File: config.mk
export PLATFORM = sky130hd
export DESIGN_NAME = tdm_slot_tx
export DESIGN_NICKNAME = d
export VERILOG_FILES = /design/src/rtl/tdm_tx_pkg.sv /design/src/rtl/tdm_frame_timer.sv /design/src/rtl/tdm_slot_mask.sv /design/src/rtl/tdm_pingpong.sv /design/src/rtl/tdm_slot_tx.sv
export SDC_FILE = /design/constraint.sdc
export NUM_CORES = 1
export LEC_CHECK = 0
export ABC_AREA = 1
export BUFFER_PORTS_ARGS = -buffer_cell sky130_fd_sc_hd__clkbuf_2
export CAP_MARGIN = 10
export CELL_PAD_IN_SITES_DETAIL_PLACEMENT = 1
export CELL_PAD_IN_SITES_GLOBAL_PLACEMENT = 1
export CORE_ASPECT_RATIO = 0.5
export CORE_UTILIZATION = 37
export DETAILED_ROUTE_END_ITERATION = 6
export PLACE_DENSITY_LB_ADDON = 0.1
export SYNTH_ARGS = -nofsm -noshare
export SYNTH_HDL_FRONTEND = slang
export SYNTH_SLANG_ARGS = --single-unit
File: constraint.sdc
create_clock -name clk -period 2.22 [get_ports clk]
set_input_delay 0.333 -clock clk [delete_from_list [all_inputs] [get_ports clk]]
set_output_delay 0.333 -clock clk [all_outputs]
set_load 0.02 [all_outputs]
File: src/rtl/tdm_tx_pkg.sv
package tdm_tx_pkg;
  typedef enum logic [1:0] {
    REG_MASK  = 2'd0,
    REG_READY = 2'd1,
    REG_CLEAR = 2'd2
  } reg_sel_e;

  localparam int CLR_UNDER_BIT    = 0;
  localparam int CLR_CONFLICT_BIT = 1;
endpackage

File: src/rtl/tdm_frame_timer.sv
module tdm_frame_timer #(
  parameter int NUM_SLOTS = 8,
  parameter int WORD_W    = 16,
  localparam int SLOT_W   = $clog2(NUM_SLOTS),
  localparam int BIT_W    = $clog2(WORD_W)
) (
  input  logic              clk,
  input  logic              rst_n,
  input  logic              bit_en,
  input  logic              fsync,
  output logic              nxt_live,
  output logic [SLOT_W-1:0] nxt_slot,
  output logic [BIT_W-1:0]  nxt_bit
);
  localparam logic [SLOT_W-1:0] LAST_SLOT = SLOT_W'(NUM_SLOTS - 1);
  localparam logic [BIT_W-1:0]  LAST_BIT  = BIT_W'(WORD_W - 1);

  logic              live_q;
  logic [SLOT_W-1:0] slot_q;
  logic [BIT_W-1:0]  bit_q;

  // position of the bit that begins at the current tick
  always_comb begin
    nxt_live = live_q;
    nxt_slot = slot_q;
    nxt_bit  = bit_q;
    if (fsync) begin
      nxt_live = 1'b1;
      nxt_slot = '0;
      nxt_bit  = '0;
    end else if (live_q) begin
      if (bit_q == LAST_BIT) begin
        nxt_bit = '0;
        if (slot_q == LAST_SLOT) begin
          nxt_live = 1'b0;
        end else begin
          nxt_slot = slot_q + 1'b1;
        end
      end else begin
        nxt_bit = bit_q + 1'b1;
      end
    end
  end

  always_ff @(posedge clk or negedge rst_n) begin
    if (!rst_n) begin
      live_q <= 1'b0;
      slot_q <= '0;
      bit_q  <= '0;
    end else if (bit_en) begin
      live_q <= nxt_live;
      slot_q <= nxt_slot;
      bit_q  <= nxt_bit;
    end
  end
endmodule

File: src/rtl/tdm_slot_mask.sv
module tdm_slot_mask #(
  parameter int NUM_SLOTS = 8
) (
  input  logic                 clk,
  input  logic                 rst_n,
  input  logic                 wr,
  input  logic [NUM_SLOTS-1:0] wdata,
  input  logic [NUM_SLOTS-1:0] foreign,
  input  logic                 clr_conflict,
  input  logic                 apply,
  output logic [NUM_SLOTS-1:0] eff_mask,
  output logic                 conflict
);
  logic [NUM_SLOTS-1:0] pend_q, pend_n;
  logic [NUM_SLOTS-1:0] act_q, act_n;
  logic                 conf_q, conf_n;

  always_comb begin
    pend_n = pend_q;
    act_n  = act_q;
    conf_n = conf_q & ~clr_conflict;
    if (wr) begin
      pend_n = wdata & ~foreign;
      if (|(wdata & foreign)) conf_n = 1'b1;
    end
    if (apply) act_n = pend_q;
  end

  assign eff_mask = apply ? pend_q : act_q;
  assign conflict = conf_q;

  always_ff @(posedge clk or negedge rst_n) begin
    if (!rst_n) begin
      pend_q <= '0;
      act_q  <= '0;
      conf_q <= 1'b0;
    end else begin
      pend_q <= pend_n;
      act_q  <= act_n;
      conf_q <= conf_n;
    end
  end
endmodule

File: src/rtl/tdm_pingpong.sv
module tdm_pingpong #(
  parameter int BUF_WORDS = 4,
  localparam int IDX_W    = $clog2(BUF_WORDS),
  localparam int AW       = IDX_W + 1
) (
  input  logic          clk,
  input  logic          rst_n,
  input  logic          take,
  input  logic [1:0]    ready_set,
  input  logic          clr_under,
  output logic          rd,
  output logic [AW-1:0] addr,
  output logic          have,
  output logic          irq,
  output logic          irq_buf,
  output logic          underrun
);
  localparam logic [IDX_W-1:0] LAST_IDX = IDX_W'(BUF_WORDS - 1);

  logic [1:0]       ready_q, ready_n;
  logic             sel_q, sel_n;
  logic [IDX_W-1:0] idx_q, idx_n;
  logic             irq_q, irq_n;
  logic             ibuf_q, ibuf_n;
  logic             under_q, under_n;

  assign have = ready_q[sel_q];
  assign rd   = take & have;
  assign addr = {sel_q, idx_q};

  always_comb begin
    ready_n = ready_q;
    sel_n   = sel_q;
    idx_n   = idx_q;
    irq_n   = 1'b0;
    ibuf_n  = ibuf_q;
    under_n = under_q & ~clr_under;
    if (take) begin
      if (have) begin
        if (idx_q == LAST_IDX) begin
          ready_n[sel_q] = 1'b0;
          sel_n          = ~sel_q;
          idx_n          = '0;
          irq_n          = 1'b1;
          ibuf_n         = sel_q;
        end else begin
          idx_n = idx_q + 1'b1;
        end
      end else begin
        under_n = 1'b1;
      end
    end
    ready_n = ready_n | ready_set;
  end

  assign irq      = irq_q;
  assign irq_buf  = ibuf_q;
  assign underrun = under_q;

  always_ff @(posedge clk or negedge rst_n) begin
    if (!rst_n) begin
      ready_q <= '0;
      sel_q   <= 1'b0;
      idx_q   <= '0;
      irq_q   <= 1'b0;
      ibuf_q  <= 1'b0;
      under_q <= 1'b0;
    end else begin
      ready_q <= ready_n;
      sel_q   <= sel_n;
      idx_q   <= idx_n;
      irq_q   <= irq_n;
      ibuf_q  <= ibuf_n;
      under_q <= under_n;
    end
  end
endmodule

File: src/rtl/tdm_slot_tx.sv
module tdm_slot_tx
  import tdm_tx_pkg::*;
#(
  parameter int NUM_SLOTS = 8,
  parameter int WORD_W    = 16,
  parameter int BUF_WORDS = 4,
  localparam int SLOT_W   = $clog2(NUM_SLOTS),
  localparam int BIT_W    = $clog2(WORD_W),
  localparam int MEM_AW   = $clog2(BUF_WORDS) + 1
) (
  input  logic                 clk,
  input  logic                 rst_n,
  input  logic                 bit_en,
  input  logic                 fsync,
  output logic                 sdo,
  output logic                 sdo_oe,
  input  logic                 reg_we,
  input  logic [1:0]           reg_addr,
  input  logic [NUM_SLOTS-1:0] reg_wdata,
  input  logic [NUM_SLOTS-1:0] foreign_mask,
  output logic                 mem_rd,
  output logic [MEM_AW-1:0]    mem_addr,
  input  logic [WORD_W-1:0]    mem_rdata,
  output logic                 irq,
  output logic                 irq_buf,
  output logic                 underrun,
  output logic                 conflict
);
  logic              nxt_live;
  logic [SLOT_W-1:0] nxt_slot;
  logic [BIT_W-1:0]  nxt_bit;
  logic [NUM_SLOTS-1:0] eff_mask;
  logic mask_wr, ready_wr, clear_wr;
  logic own, take, have;
  logic [WORD_W-1:0] word;

  assign mask_wr  = reg_we && (reg_addr == REG_MASK);
  assign ready_wr = reg_we && (reg_addr == REG_READY);
  assign clear_wr = reg_we && (reg_addr == REG_CLEAR);

  tdm_frame_timer #(.NUM_SLOTS(NUM_SLOTS), .WORD_W(WORD_W)) i_timer (
    .clk(clk), .rst_n(rst_n), .bit_en(bit_en), .fsync(fsync),
    .nxt_live(nxt_live), .nxt_slot(nxt_slot), .nxt_bit(nxt_bit)
  );

  tdm_slot_mask #(.NUM_SLOTS(NUM_SLOTS)) i_mask (
    .clk(clk), .rst_n(rst_n), .wr(mask_wr), .wdata(reg_wdata),
    .foreign(foreign_mask),
    .clr_conflict(clear_wr & reg_wdata[CLR_CONFLICT_BIT]),
    .apply(bit_en & fsync), .eff_mask(eff_mask), .conflict(conflict)
  );

  assign own  = nxt_live & eff_mask[nxt_slot];
  assign take = bit_en & own & (nxt_bit == '0);

  tdm_pingpong #(.BUF_WORDS(BUF_WORDS)) i_buf (
    .clk(clk), .rst_n(rst_n), .take(take),
    .ready_set(ready_wr ? reg_wdata[1:0] : 2'b00),
    .clr_under(clear_wr & reg_wdata[CLR_UNDER_BIT]),
    .rd(mem_rd), .addr(mem_addr), .have(have),
    .irq(irq), .irq_buf(irq_buf), .underrun(underrun)
  );

  assign word = have ? mem_rdata : '0;

  logic [WORD_W-1:0] sh_q, sh_n;
  logic              sdo_q, sdo_n;
  logic              oe_q, oe_n;

  always_comb begin
    sh_n  = sh_q;
    sdo_n = sdo_q;
    oe_n  = oe_q;
    if (bit_en) begin
      oe_n = own;
      if (take) begin
        sdo_n = word[WORD_W-1];
        sh_n  = {word[WORD_W-2:0], 1'b0};
      end else if (own) begin
        sdo_n = sh_q[WORD_W-1];
        sh_n  = {sh_q[WORD_W-2:0], 1'b0};
      end else begin
        sdo_n = 1'b0;
      end
    end
  end

  always_ff @(posedge clk or negedge rst_n) begin
    if (!rst_n) begin
      sh_q  <= '0;
      sdo_q <= 1'b0;
      oe_q  <= 1'b0;
    end else begin
      sh_q  <= sh_n;
      sdo_q <= sdo_n;
      oe_q  <= oe_n;
    end
  end

  assign sdo    = sdo_q;
  assign sdo_oe = oe_q;
endmodule

# Word level (Yosys, flattened, before mapping)
# Cells that the tools add are included.
# word_totals
mem_bits_rw	0
out_inout_bits	10
mem_bits_ro	0
regBits	51
latch_bits	0
elab_cells	90
n_memories	0
input_bits	39
# classes
shift	0
n_bitwise	18
n_reduce_logical	11
add_sub_neg	3
order_cmp	3
n_eq_ne	5
mul	0
mux	35
n_div	0
# op_table
op	n
$mux 16	3
$mux 1	17
$and 8x8->8	2
$mux 3	4
$mux 4	3
$mux 2	5
$and 1x1->1	9
$mux 8	1
$not 8->8	1
$reduce_or 8->1	1
$add 4x1->4 const B	1
$eq 2x2->1 const B	2
$eq 4x4->1 const B	1
$logic_and 1x1->1	4
$logic_not 4->1	1
$lt 3x4->1 const B	1
$reduce_and 2->1	2
$add 3x1->3 const B	1
$bmux 1 s3	1
$eq 3x3->1 const B	1
$not 1->1	3
$reduce_and 3->1	1
$add 2x1->2 const B	1
$and 2x2->2	1
other kinds (8)	8

# Logic depth before layout (Yosys ltp)
# Gate-level depths: netlist of the first run.
# logic_depth
ltp_word	12
mapped_depth	14
ltp_nobuf	14

# Hierarchy
# From an unflattened synthesis of the first run, not the netlist that was laid out.
# unflattened
hier_cells	354
hier_area_um2	2782.7
# by_module_without_submodules
module	cells_each	seq_area_each_um2	area_per_inst_um2	n_inst
tdm_slot_tx	161	425.4	1079.8	1
tdm_slot_mask	80	425.4	822.0	1
tdm_frame_timer	71	200.2	510.5	1
tdm_pingpong	42	200.2	370.4	1

# Worst setup path before layout of the first run
# Ideal clock, no wire load.
# synth_timing
kind	flip-flop to output port
startpoint	register i_timer.slot_q[0]
endpoint	output port mem_rd
t_arrival_ns	1.885
path_stages_with_launch	13
n_path_buf	0
required_time_ns	1.887
setup_slack_ns	0.002
cell_sequence	dfrtp_1 > ha_1 > nand2_1 > nand2_1 > o21bai_4 > nand3_2 > nand2_1 > nand3_1 > nand3_2 > nand4_4 > nor2_4 > nand2_2 > inv_1
# synth_via
elab_chain_len	11
word_cells_on_any_way	16
classes_between	1 x add/sub; 1 x eq/ne; 10 x mux; 4 x bitwise
# synth_rtl
element	line	rtl
start, declared	tdm_frame_timer.sv:19	logic [SLOT_W-1:0] slot_q;
start signal, assigned	tdm_frame_timer.sv:52	slot_q <= nxt_slot;
$add 3x1->3 or $eq 3x3->1 (tied branches)	tdm_frame_timer.sv:37, tdm_frame_timer.sv:34	
$mux 3	tdm_frame_timer.sv:34	if (slot_q == LAST_SLOT) begin
$mux 3	tdm_frame_timer.sv:32	if (bit_q == LAST_BIT) begin
$mux 3	tdm_frame_timer.sv:31	end else if (live_q) begin
$mux 3	tdm_frame_timer.sv:27	if (fsync) begin
$bmux 1 s3	tdm_slot_tx.sv:53	assign own = nxt_live & eff_mask[nxt_slot];
$mux 1 (implied by the code)	tdm_slot_tx.sv:53	
$and 1x1->1 (*)	tdm_slot_tx.sv:53	
$and 1x1->1 (*) (2 in series)	tdm_slot_tx.sv:54	assign take = bit_en & own & (nxt_bit == '0);
$and 1x1->1 (*)	tdm_pingpong.sv:28	assign rd = take & have;
end, declared	tdm_slot_tx.sv:21	output logic mem_rd,
# Every way passes the cells marked *; elsewhere a longest branch is shown, timed or not. The select of a mux whose other input is x is not followed.

# Worst setup path in the final report of the first run
# layout_timing
startpoint	register i_timer.bit_q[0]
endpoint	output port mem_rd
# layout_via
elab_chain_len	10
word_cells_on_any_way	18
classes_between	1 x add/sub; 1 x eq/ne; 11 x mux; 4 x bitwise; 1 x reduce/logical
# layout_rtl
element	line	rtl
start, declared	tdm_frame_timer.sv:20	logic [BIT_W-1:0] bit_q;
start signal, assigned	tdm_frame_timer.sv:53	bit_q <= nxt_bit;
$eq 4x4->1	tdm_frame_timer.sv:32	
$mux 3	tdm_frame_timer.sv:32	
$mux 3	tdm_frame_timer.sv:31	
$mux 3	tdm_frame_timer.sv:27	
$bmux 1 s3	tdm_slot_tx.sv:53	
$mux 1 (implied by the code)	tdm_slot_tx.sv:53	
$and 1x1->1	tdm_slot_tx.sv:53	
$and 1x1->1	tdm_slot_tx.sv:54	
$and 1x1->1 (*)	tdm_slot_tx.sv:54	
$and 1x1->1 (*)	tdm_pingpong.sv:28	
# Marks and branches as above.

==> results.md, run 1 <==
Synth:
- The Yosys step of the flow raised 0 warnings.
- The number of distinct library cell variants in the gate-level netlist after synthesis is 31.
- After synthesis the netlist holds a flip-flop and latch count of 50.
- Summing every instance area after synthesis gives 2820 sq um.
- The synthesized net count is ~410.
- Sequential elements use 44.3% of the synthesized area.
- The cell count after synthesis came out at 371.
- A synthesized cell averages 7.61 sq um.

Status:
- The flow ran to the end, but the final reports show violations.
- The final reports fail on DRC, setup timing.

Routing:
- The wire length after detailed routing is ~7800 um.
- The length of the first detailed-routing pass in iterations is 6.
- The wire length per cell is approximately 14 um.
- For this run, design rule violations remaining after detail routing come to 4.
- The number of nets still failing antenna checks after routing is 0.
- The DRC violation total after the first TritonRoute iteration is 157.
- The routed via count divided by cell count is 5.00.
- The detailed router placed 2701 vias in this run.

Critical path:
- The launching element type of the critical path is a flop.
- The worst endpoint data arrival time is about 2100 ps.
- The peak fanout along the critical path is 4.
- Data on the critical path is required at its endpoint by 1890 ps.
- STA classifies the critical path endpoint as an output pin.
- The critical path contains buffers and inverters numbering 3 combined.
- The cell family contributing the most delay on the critical path is simple AND/OR/NAND/NOR gates.
- The start-to-end type of the worst setup path is flop to output pin.
- The largest single stage delay on the critical path is 410 ps.
- The cell that appears most often on the critical path is sky130_fd_sc_hd__nand3_4.
- The slowest stage of the critical path belongs to the cell sky130_fd_sc_hd__dfrtp_1.
- The critical path goes through ha_4 -> nand3_4 -> nor2_2 -> a21oi_1 -> nor2_1 -> buf_4 -> nand3_4 -> nand4_4 -> nor2_4 -> nand2_2 -> inv_2 -> buf_8.

Power and ir drop:
- The part of the total power dissipated in the clock network is 23.1%.
- Net switching is 37.1% of the power.
- Registers are responsible for 41.2% of the overall power.
- Combinational logic is responsible for between 30% and 40% of the overall power.
- The internal power of the cells totals 1.99 mW.
- VDD sags by at most 386 uV.
- The power consumption is 3.16 mW.
- Summed over all nets, the switching power comes to around 1.2 mW.
- For this design the static power due to leakage is 1.88 nW.
- The ratio of total power to cell area is 866 nW/um^2.

Timing:
- Setup repair after global routing could not meet its margin everywhere.
- The sum of negative setup slack is -245 ps.
- The number of pins with negative max-slew slack in the final report is 0.
- The final critical path time including I/O delays and setup is 2470 ps.
- The achievable frequency is roughly 0.41 GHz.
- The least setup slack across all paths after layout is -245 ps.
- Final hold analysis gives a worst-case slack of approximately 150 ps.
- The number of endpoints with negative hold slack in the final report is 0.
- For the pin with the worst max-slew slack, the measured transition is 653 ps.
- The largest clock skew in the final design is approximately 2.3 ps.
- The share of the clock period used by the worst path is 111%.
- The final setup violation count is 1.
- In this run the tightest slew margin relative to its limit is 56.5%.

Clock tree:
- The library cell used as clock root buffer is sky130_fd_sc_hd__clkbuf_16.
- The TritonCTS clock tree is done.
- For the worst-skew pair, the clock arrives at the later sink with an insertion delay of around 280 ps.
- The maximum buffer depth of the clock tree is 2.
- For this design, the CTS-stage hold fixing added 0 buffers.
- The maximum level of the CTS H-tree is 2.
- For this design, the sink count on the clock tree is 50.
- Clock-pin slew was measured on the worst setup and hold paths at 60 ps.
- The number of clock buffers added by TritonCTS is 5.

Floorplanning:
- The floorplan step defined a die boundary enclosing around 8000 sq um.
- The number of ports placed on the die boundary is 49.
- In this run the horizontal extent of the chip is ~130 um.
- The number of standard-cell rows in the floorplan is 22.
- The initial core utilization is 38.4%.
- After floorplanning, the core was sized to cover approximately 7300 sq um.
- The die height is 63.8 um.

Cells and area:
- The layout has 932 filler cells.
- The share of post-route cells with drive strength above 1 is 28.6%.
- The number of diodes is 0.
- The post-route non-filler standard cell count is 540.
- The final cell area excluding filler cells is 3650 sq um.
- The post-layout net count is 486.
- Measured on the finished design, the core utilization comes to 49.7%.
- The area growth from synthesis to layout is 29.3%.

Hold path:
- The tightest min-delay check is of the primary input to async pin type.

Place:
- Buffers placed on the I/O ports in this run total 48.
- The number of placed cells counting well taps is 520.
- At the placement stage, the worst setup path has a slack of -83.0 ps.
- Detailed placement finished with a half-perimeter wire length of 5450 um.
- Summing all placed instances gives a cell area of 3270 sq um.
- The last weighted congestion value of the routability-driven placer is 0.838.

Global routing:
- The pin count of the biggest net entering global routing is 51.
- The overall global routing resource usage is 20.9%.
- The first global-routing pass estimated 13500 um of wire.
- The aggregate global routing overflow is 0.
- The via count of the first global-routing pass was 2915.
- The number of antenna violations at the first check in global routing is 0.

Job:
- The max capacitance violation total is 0.
[layer usage]
| layer | share of wire [%] | up-vias | GRT usage, % |
|---|---|---|---|
| li1 | - | 1339 | - |
| met1 | 48 | 1311 | 27.2 |
| met2 | 48 | 45 | 36.9 |
| met3 | 3.2 | 6 | 3.85 |
| met4 | 0.73 | 0 | 4.12 |
| met5 | 0 | - | 0 |
[cell usage after synthesis, drive strengths merged]
cell type | instances | area, sq um
o21ai | 27 | 135
a22o | 3 | 26.3
and2 | 1 | 6.26
a211o | 1 | 8.76
a21boi | 1 | 7.51
o21a | 2 | 15.0
nand4 | 24 | 171
clkbuf | 4 | 15.0
o211ai | 1 | 7.51
nand3 | 19 | 115
buf | 10 | 76.3
nand2 | 64 | 248
nand3b | 8 | 60.1
dfrtp | 50 | 1250
a221oi | 2 | 17.5
clkinv | 1 | 3.75
nor3 | 1 | 5.00
inv | 63 | 239
nor2 | 65 | 259
o21bai | 1 | 18.8
ha | 3 | 37.5
a21oi | 20 | 100
[power groups by stage]
| stage | Combinational (mW) | Clock, mW | Sequential [mW] |
|---|---|---|---|
| finish | 1.13 | 0.729 | 1.30 |
| global route | 1.28 | 0.784 | 1.34 |
| CTS | 1.08 | 0.751 | 1.30 |
| detailed placement | 1.05 | 0 | 1.31 |
| global placement | 1.00 | 0 | 1.30 |
| floorplan | 0.660 | 0 | 1.32 |
[flip-flops by register name (all words and copies together) (netlist names), 2 cells and up]
signal	flops
i_buf.idx_q	2
i_buf.ready_q	2
i_mask.act_q	8
i_mask.pend_q	8
i_timer.bit_q	4
i_timer.slot_q	3
sh_q	15
[cell usage in the layout (no fill, tap or decap), types with 8 or more instances in the layout]
master / n
sky130_fd_sc_hd__buf_4: 28
sky130_fd_sc_hd__nand2_1: 52
sky130_fd_sc_hd__dfrtp_1: 50
sky130_fd_sc_hd__a21oi_1: 15
sky130_fd_sc_hd__nand3b_1: 8
sky130_fd_sc_hd__o21ai_0: 19
sky130_fd_sc_hd__inv_1: 61
sky130_fd_sc_hd__o21ai_1: 8
sky130_fd_sc_hd__nor2_1: 57
sky130_fd_sc_hd__nand3_1: 11
sky130_fd_sc_hd__nand4_1: 22
sky130_fd_sc_hd__clkbuf_2: 47
sky130_fd_sc_hd__nand2_2: 11
[repair_timing]
item,in CTS,in global routing
resized for setup,19,17
pin swaps,8,13
setup endpoints to repair,19,25
buffers inserted,5,9
[final timing paths]
path                            depth (start not counted)                            end  slack [ps]                    startpoint
worst max-delay path                                   12                         mem_rd        -250  i_timer.bit_q[0]$_DFFE_PN0P_
worst min-delay path                                    2             sdo_oe$_DFFE_PN0P_         150                         rst_n
worst max register to register                         12            sh_q[6]$_DFFE_PN0P_          50  i_timer.bit_q[0]$_DFFE_PN0P_
worst min register to register                          2            sh_q[1]$_DFFE_PN0P_         500           sh_q[1]$_DFFE_PN0P_
max in group asynchronous                               2  i_timer.slot_q[2]$_DFFE_PN0P_        1610                         rst_n
min in group clk                                        3            sh_q[1]$_DFFE_PN0P_         300                  mem_rdata[0]
[cell type report]
cell class                      instances  area, sq um  area share [%]
Clock inverter                          2         10.0           0.274
Inverter                               64          243            6.65
Timing Repair Buffer                   80          541            14.8
Tap cell                               96          120            3.29
Sequential cell                        50         1250            34.3
Clock buffer                            5          125            3.43
Multi-Input combinational cell        243         1360            37.3
[cell families (layout without fill, tap and decap cells)]
logic type / after synthesis / after routing / share of synthesized area [%]
adder cells (fa/ha/maj): 3 / 3 / 1.33
AND/OR/NAND/NOR: 182 / 182 / 30.6
AO/OA/AOI/OAI: 58 / 58 / 11.9
flip-flops: 50 / 50 / 44.3
buffers and inverters: 78 / 151 / 11.8
No activity file was read; power rests on OpenSTA's default activity.
==> run 2, diff against run 1 <==
--- a/config.mk
+++ b/config.mk
@@ -16,4 +16,5 @@
 export PLACE_DENSITY_LB_ADDON = 0.1
 export SYNTH_ARGS = -nofsm -noshare
 export SYNTH_HDL_FRONTEND = slang
+export SYNTH_HIERARCHICAL = 1
 export SYNTH_SLANG_ARGS = --single-unit
==> results.md, run 2 <==
Cells and area:
- The share of post-route cells with drive strength above 1 is 35.1%.
- From synthesis to final layout, the design area changed by 27.4%.
- The library cell used most frequently in the layout, excluding fill and tap cells, is sky130_fd_sc_hd__nand2_1.
- The most flop-heavy register is sh_q.
- The post-layout net count is 468.
- The finished layout holds 519 standard cells, fillers aside.
- The register with the most flip-flops in the layout has 15 of them.
- The library cells used most frequently in the layout, excluding fill and tap cells, are sky130_fd_sc_hd__nand2_1 (105), sky130_fd_sc_hd__dfrtp_1 (50), sky130_fd_sc_hd__clkbuf_2 (47).
- In the final layout, the registers with the most flip-flops are sh_q (15), i_mask/act_q (8), i_mask/pend_q (8).
- The number of diodes is 0.
- At the end of the flow the core is filled with cells to 50.9%.

Place:
- The number of placed cells counting well taps is 500.
- Port buffering added between 40 and 50 buffers.
- OpenSTA, run right after detailed placement, puts the worst setup slack at -79.8 ps.
- The half-perimeter wire length after detailed placement is 5200 um.
- The congestion estimate from routability-driven global placement came to 0.791.

Synth:
- By area the synthesized netlist is led by sky130_fd_sc_hd__dfrtp_1 (45%), sky130_fd_sc_hd__nand2_1 (16%), sky130_fd_sc_hd__inv_1 (5.0%).
- The top cell type by area accounts for 45.0% of the synthesized area.
- The Yosys step of the flow raised 6 warnings.
- The synthesized net count is between 300 and 400.
- The gate count after technology mapping is 354.
- Averaged over all synthesized cells, the footprint is 7.86 sq um.
- The number of synthesized flops with an enable pin is 0.
- The largest total area in the synthesized netlist belongs to sky130_fd_sc_hd__dfrtp_1.
- The commonest cells after synthesis are sky130_fd_sc_hd__nand2_1 (120), sky130_fd_sc_hd__dfrtp_1 (50), sky130_fd_sc_hd__inv_1 (37), sky130_fd_sc_hd__nand3_1 (25), sky130_fd_sc_hd__o21ai_0 (23).
- The number of distinct library cell variants in the gate-level netlist after synthesis is 32.
- Sequential cells were found to cover 45.0% of the synthesized design area.
- Counting flops with an async set or reset pin after synthesis yields a share of 100%.
- In the synthesized netlist the dominant register cell turns out to be sky130_fd_sc_hd__dfrtp_1.
- The cell area that synthesis handed to floorplanning was 2780 sq um.
- After synthesis the netlist holds a flip-flop and latch count of 50.
- The dominant cell by count in the synthesized netlist is sky130_fd_sc_hd__nand2_1.

Power and ir drop:
- The ratio of total power to cell area is 888 nW/um^2.
- Summed over all cells, the static leakage comes to 1.86 nW.
- Across the VDD grid, the largest voltage drop is 356 uV.

Critical path:
- The worst setup path is launched from a flop.
- The worst register-to-register path has a setup slack of -30 ps.
- The worst reg-to-reg path cell count is 18.
- The worst endpoint data arrival time is about 2200 ps.
- In this run the critical register-to-register path is captured at i_buf/sel_q$_DFFE_PN0P_.
- The peak fanout along the critical path is 5.
- STA classifies the critical path endpoint as an output pin.
- The termination of the worst setup path is mem_rd.
- The startpoint of the lowest-slack register-to-register path is i_timer/bit_q[0]$_DFFE_PN0P_.
- At the worst endpoint, the required time is 1890 ps.
- The start-to-end type of the worst setup path is flop to output pin.
- The most critical setup path has its startpoint at i_timer/bit_q[0]$_DFFE_PN0P_.

Clock tree:
- TritonCTS built the clock tree.
- The H-tree was split into 2 levels.
- The tree is rooted in a sky130_fd_sc_hd__clkbuf_16.
- The register clock-pin slew on the reported worst setup and hold paths is 70 ps.
- The number of sinks handled by clock tree synthesis is 50.
- For this design, the CTS-stage hold fixing added 0 buffers.
- The maximum buffer depth of the clock tree is 2.
- The number of clock buffers added by TritonCTS is 5.
- The clock latency on the worst-skew pair is 290 ps.

Timing:
- Once routing completed, OpenROAD measured the worst setup slack at -339 ps.
- Static timing analysis puts the maximum clock frequency at 0.391 GHz.
- The number of endpoints with negative hold slack in the final report was 0.
- The final critical path time including I/O delays and setup is 2560 ps.
- The number of pins with negative max-slew slack in the final report is 0.
- The sum of negative setup slack is -371 ps.
- The worst-margin pin slew is 667 ps.
- Setup repair after global routing could not meet its margin everywhere.
- In the finished design, the share of the clock period the worst path needs comes to 115%.
- The final setup violation count is 3.
- Across all hold checks on the routed design, the worst slack comes to 159 ps.
- The clock arrives with 5.99 ps of skew.
- The worst pin sits at a relative slew slack of 55.5%.

Routing:
- The wire length per cell is 14.2 um.
- Using the TritonRoute via totals, the vias-per-cell ratio works out to 4.92.
- The length of the first detailed-routing pass in iterations is 4.
- After detailed routing, the number of remaining DRC violations is 0.
- Once detail routing completed, the nets flagged for antenna violations numbered 0.
- The detailed router finished its first iteration with 64 violations.
- For this block, the via count after detailed routing is 2556.
- The final layout contains routed wiring with a total length of 7390 um.

Global routing:
- After global routing the overflow that remains totals 0.
- The pin count of the biggest net entering global routing is 51.
- The number of antenna violations at the first check in global routing is 0.
- The via count of the first global-routing pass is 2583.
- The first global-routing pass estimated 12200 um of wire.
- The overall global routing resource usage is 19.3%.

Floorplanning:
- In this run the count of I/O pins placed on the die edge is 49.
- For this configuration, the core starts out at a cell density of around 40%.
- The placeable core area is 6960 sq um.
- The die is 125 um wide.
- The die covers 7890 sq um.
- The die is 63.3 um tall.
- The number of standard-cell rows in the floorplan is 21.

Hold path:
- The min-delay analysis places its worst path in the category primary input to async pin.

Job:
- Across the run, the number of max-cap violations was 0.

Status:
- The run finished, with violations left.
- The checks that failed: setup timing.
## run 2: worst max-delay path: stages (launching register included)
cell and delay, ps:
sky130_fd_sc_hd__dfrtp_1 360, sky130_fd_sc_hd__ha_2 220, sky130_fd_sc_hd__nand2_4 60, sky130_fd_sc_hd__nor2_4 140, sky130_fd_sc_hd__nand2_2 90, sky130_fd_sc_hd__nand2_2 90, sky130_fd_sc_hd__and3_4 240, sky130_fd_sc_hd__inv_4 60
sky130_fd_sc_hd__nand2_2 70, sky130_fd_sc_hd__nand3_2 90, sky130_fd_sc_hd__nand2_2 90, sky130_fd_sc_hd__nand2_4 60, sky130_fd_sc_hd__nand3_4 80, sky130_fd_sc_hd__nor2_4 40, sky130_fd_sc_hd__nand2_2 80, sky130_fd_sc_hd__inv_2 50
sky130_fd_sc_hd__buf_8 120
## run 2: repair_timing
action	in CTS	in global routing
cloned	0	1
gates resized for setup	13	20
setup buffers	6	6
endpoints found under the hold margin	0	0
setup endpoints to repair	5	26
pin swaps	10	15
## run 2: metal layers
metal,track usage (%),part of all wire (%),routed length [um]
met5,0,0,0
met4,4.67,0.99,73
met3,4.42,4.3,315
met2,33.0,49,3590
met1,24.8,46,3410
## run 2: cells by family (layout without fill, tap and decap cells)
family | Yosys count | after routing | share of synthesized area (%)
AOI/OAI and AO/OA | 51 | 51 | 11.6
DFF | 50 | 50 | 45.0
adders and majority gates | 3 | 3 | 1.35
buffers and inverters | 53 | 126 | 10.0
and+or+nand+nor | 197 | 197 | 32.1
## run 2: layout make-up
| type | instances | area (sq um) |
|---|---|---|
| multi-input cells | 251 | 1370 |
| inverters | 39 | 149 |
| clock inverters | 2 | 12.5 |
| well taps | 92 | 115 |
| repair buffers | 79 | 513 |
| fillers | 866 | 3420 |
| flip-flops and latches | 50 | 1250 |
| clock buffers | 6 | 139 |
## run 2: report_power, final
part / leakage [nW] / total [mW] / switching, mW / internal, mW
Combinational: 1.15 / 1.08 / 0.678 / 0.401
Clock: 0.0729 / 0.780 / 0.334 / 0.447
Sequential: 0.632 / 1.29 / 0.141 / 1.15
Total: 1.86 / 3.15 / 1.15 / 1.99
## run 2: worst min-delay path by stage
stage / from / slack (ps) / cells past startpoint / end
CTS: rst_n / 190 / 2 / i_mask/pend_q[7]$_DFFE_PN0P_
global placement: i_buf/irq_buf$_DFFE_PN0P_ / 460 / 2 / i_buf/irq_buf$_DFFE_PN0P_
global route: rst_n / 240 / 2 / i_buf/idx_q[0]$_DFFE_PN0P_
finish: rst_n / 160 / 2 / i_buf/ready_q[0]$_DFF_PN0_
detailed placement: sh_q[1]$_DFFE_PN0P_ / 470 / 2 / sh_q[1]$_DFFE_PN0P_
floorplan: rst_n / 40 / 0 / i_buf/idx_q[0]$_DFFE_PN0P_
## run 2: through the flow
step / total power, mW / cell area (sq um)
final: 3.15 / 3550
after floorplan: 2.01 / 2800
after global routing: 3.38 / 3550
after detailed placement: 2.30 / 3170
after global placement: 2.25 / 3170
after CTS: 3.14 / 3420
==> run 3, diff against run 2 <==
--- a/config.mk
+++ b/config.mk
@@ -13,7 +13,9 @@
 export CORE_ASPECT_RATIO = 0.5
 export CORE_UTILIZATION = 37
 export DETAILED_ROUTE_END_ITERATION = 6
-export PLACE_DENSITY_LB_ADDON = 0.1
+export MAX_ROUTING_LAYER = met4
+export PLACE_DENSITY_LB_ADDON = 0.15
+export RECOVER_POWER = 50
 export SYNTH_ARGS = -nofsm -noshare
 export SYNTH_HDL_FRONTEND = slang
 export SYNTH_HIERARCHICAL = 1
==> results.md, run 3 (synthesis gave the netlist of run 2 again) <==
Global routing:
- The via count of the first global-routing pass was 2692.
- The pin count of the biggest net entering global routing is 51.
- The overall global routing resource usage is 20.3%.
- The aggregate global routing overflow is 0.
- The global-route wire length before repair is ~12000 um.
- The number of antenna violations at the first check in global routing is 0.

Timing:
- The share of the clock period used by the worst path is 115%.
- Setup repair after global routing could not meet its margin everywhere.
- The final critical path time including I/O delays and setup is 2550 ps.
- The number of pins with negative max-slew slack in the final report was 0.
- The worst-margin pin slew is roughly 1300 ps.
- The least setup slack across all paths after layout is -327 ps.
- The final setup violation count is 3.
- The worst slew margin relative to its limit is 15.6%.
- The largest clock skew in the final design is 5.23 ps.
- The number of endpoints with negative hold slack in the final report is 0.
- The achievable frequency is ~0.39 GHz.

Floorplanning:
- The die height is between 60 and 70 um.
- The die width is 125 um.
- The placeable core area is 6960 sq um.
- The initial core utilization is 40.0%.
- The area enclosed by the die boundary is a little under 8000 sq um.
- Pin placement for this block handled between 40 and 50 I/O pins.
- The floorplan has 21 rows.

Hold path:
- The worst hold path begins at reg_wdata[5].
- The path class of the tightest hold or removal check is primary input to flop.
- The worst hold path passes through 3 cells.
- The endpoint with the worst hold slack is i_mask/pend_q[5]$_DFFE_PN0P_.

Cells and area:
- The post-route non-filler standard cell count is a little over 500.
- After routing the design area is around 3500 sq um.
- The layout overhead on the synthesized area is 27.3%.
- The top cell types in the final layout, fill and taps aside, are sky130_fd_sc_hd__nand2_1 (107), sky130_fd_sc_hd__dfrtp_1 (50), sky130_fd_sc_hd__clkbuf_2 (48).
- The largest registers in the layout are sh_q (15), i_mask/act_q (8), i_mask/pend_q (8).
- The library cell used most frequently in the layout, excluding fill and tap cells, is sky130_fd_sc_hd__nand2_1.
- The share of post-route cells with drive strength above 1 is 34.3%.
- The post-layout net count is approximately 470.
- The fraction of the core area covered by cells at the end of the flow is 50.9%.
- The register with the most flip-flops in the layout has 15 of them.
- The number of diodes is 0.
- The fill cell total of the finished layout is 860.
- Ranked by flip-flop count, first place goes to sh_q.

Critical path:
- STA classifies the critical path startpoint as a flop.
- The critical path is of the flop to output pin type.
- The worst endpoint data arrival time is 2210 ps.
- The data required time at the worst endpoint is 1890 ps.
- Walking the worst path, the cells encountered are ha_2 -> nand2_2 -> nor2_4 -> nand2_2 -> nand2_2 -> and3_4 -> nand2_2 -> nand3_2 -> nand2_2 -> nand2_2 -> nand3_4 -> nor2_4 -> nand2_2 -> inv_2 -> buf_8.
- The worst stage delay on the critical path is 360 ps.
- Of all nets on the critical path, the largest fanout is 5.
- Together, buffers and inverters on the worst path number 2.
- The worst reg-to-reg path cell count is 17.
- STA classifies the critical path endpoint as an output pin.
- Broken down by cell family, the worst path's largest delay share belongs to simple AND/OR/NAND/NOR gates.
- Among all stages on the critical path, the largest delay is contributed by sky130_fd_sc_hd__dfrtp_1.
- In this run the register-to-register setup slack is -10 ps.
- The worst register-to-register path ends at i_buf/idx_q[0]$_DFFE_PN0P_.
- The cell type with the highest occurrence count on the critical path is sky130_fd_sc_hd__nand2_2.
- The startpoint of the lowest-slack register-to-register path is i_timer/bit_q[1]$_DFFE_PN0P_.

Clock tree:
- The maximum buffer depth of the clock tree is 2.
- The maximum level of the CTS H-tree is 2.
- The quantity of hold-fixing buffers added after cts is 0.
- The clock net in this run drives a total of 50 sinks.
- The later pin in the worst-skew pair is clocked with a latency of 290 ps.
- In this run, CTS created clock tree buffers numbering 5.
- The tree is rooted in a sky130_fd_sc_hd__clkbuf_16.
- Clock-pin slew was measured on the worst setup and hold paths at roughly 70 ps.
- TritonCTS built the clock tree.

Power and ir drop:
- For this design the static power due to leakage is 1.85 nW.
- The ratio of total power to cell area is ~950 nW/um^2.
- IR analysis of the VDD net gives a maximum drop of about 330 uV.

Routing:
- The count of nets left with antenna violations once routing finished came out at 0.
- The count of vias placed by the detailed router is about 2600.
- In the final routed layout, each cell accounts on average for 14.1 um.
- The pre-antenna-repair detailed-routing pass consisted of 4 iterations.
- The routed via count divided by cell count is 4.92.
- The DRC violation total after the first TritonRoute iteration is 57.
- The number of DRC violations after detailed routing is 0.
- The routed design has 7290 um of wire.

Place:
- Buffers placed on the I/O ports in this run total 48.
- The half-perimeter wire length after detailed placement is 5140 um.
- The instance area at placement is 3170 sq um.
- The last weighted congestion value of the routability-driven placer is 0.788.
- Once placement completed, the tool counted placed cells totaling 500.

Status:
- The checks that failed: setup timing.
- The run finished, with violations left.

Job:
- Across the run, the number of max-cap violations was 0.
run 3: cell types whose count changed in the layout (fill, tap and decap cells not counted), sizes merged:
cell      change
clkinvlp      -1
bufinv        +2
clkbuf        -1
buf           -1
run 3: what timing repair did:
item | CTS | global route
pin swaps | 6 | 12
setup endpoints to repair | 1 | 26
buffers inserted | 6 | 6
gates resized for setup | 11 | 18
run 3: layout make-up:
type / instances / area [sq um] / share of cell area, %
clock buffers: 5 / 125 / 3.53
clock inverters: 3 / 68.8 / 1.94
inverters: 39 / 149 / 4.20
multi-input cells: 251 / 1350 / 38.1
well taps: 92 / 115 / 3.25
repair buffers: 78 / 485 / 13.7
flip-flops and latches: 50 / 1250 / 35.3
run 3: worst min-delay path, stage by stage:
cell	delay, ps
sky130_fd_sc_hd__clkbuf_2	90
sky130_fd_sc_hd__nand3b_1	90
sky130_fd_sc_hd__o21ai_2	50
run 3: metrics by stage:
step	total power, mW	setup WS [ps]	hold slack (ps)	setup TNS, ps
5_1_grt	3.60	-466	327	-2440
6_report	3.37	-327	310	-339
2_1_floorplan	2.01	18.3	37.4	0
3_3_place_gp	2.25	-6.77	458	-6.77
3_5_place_dp	2.31	-132	461	-149
4_1_cts	3.36	-317	173	-317
run 3: worst max-delay path by stage:
stage / startpoint / endpoint / depth (start not counted)
global placement: fsync / mem_rd / 14
detailed placement: fsync / mem_rd / 14
CTS: i_timer/bit_q[1]$_DFFE_PN0P_ / mem_rd / 15
floorplan: i_timer/bit_q[0]$_DFFE_PN0P_ / mem_rd / 15
finish: i_timer/bit_q[1]$_DFFE_PN0P_ / mem_rd / 15
global route: i_timer/bit_q[1]$_DFFE_PN0P_ / mem_rd / 15
run 3: metal layers:
metal / wire, um / vias to the layer above / part of all wire, % / track usage [%]
met5: 0 / - / 0 / -
met4: 154 / 0 / 2.1 / 6.93
met3: 300 / 14 / 4.1 / 3.99
met2: 3440 / 55 / 47 / 34.7
met1: 3400 / 1224 / 47 / 24.2
li1: - / 1258 / - / -
run 3: power by group:
group | internal [mW] | switching (mW) | total [mW]
clock | 0.648 | 0.356 | 1.00
combinational | 0.397 | 0.684 | 1.08
sequential | 1.15 | 0.140 | 1.29
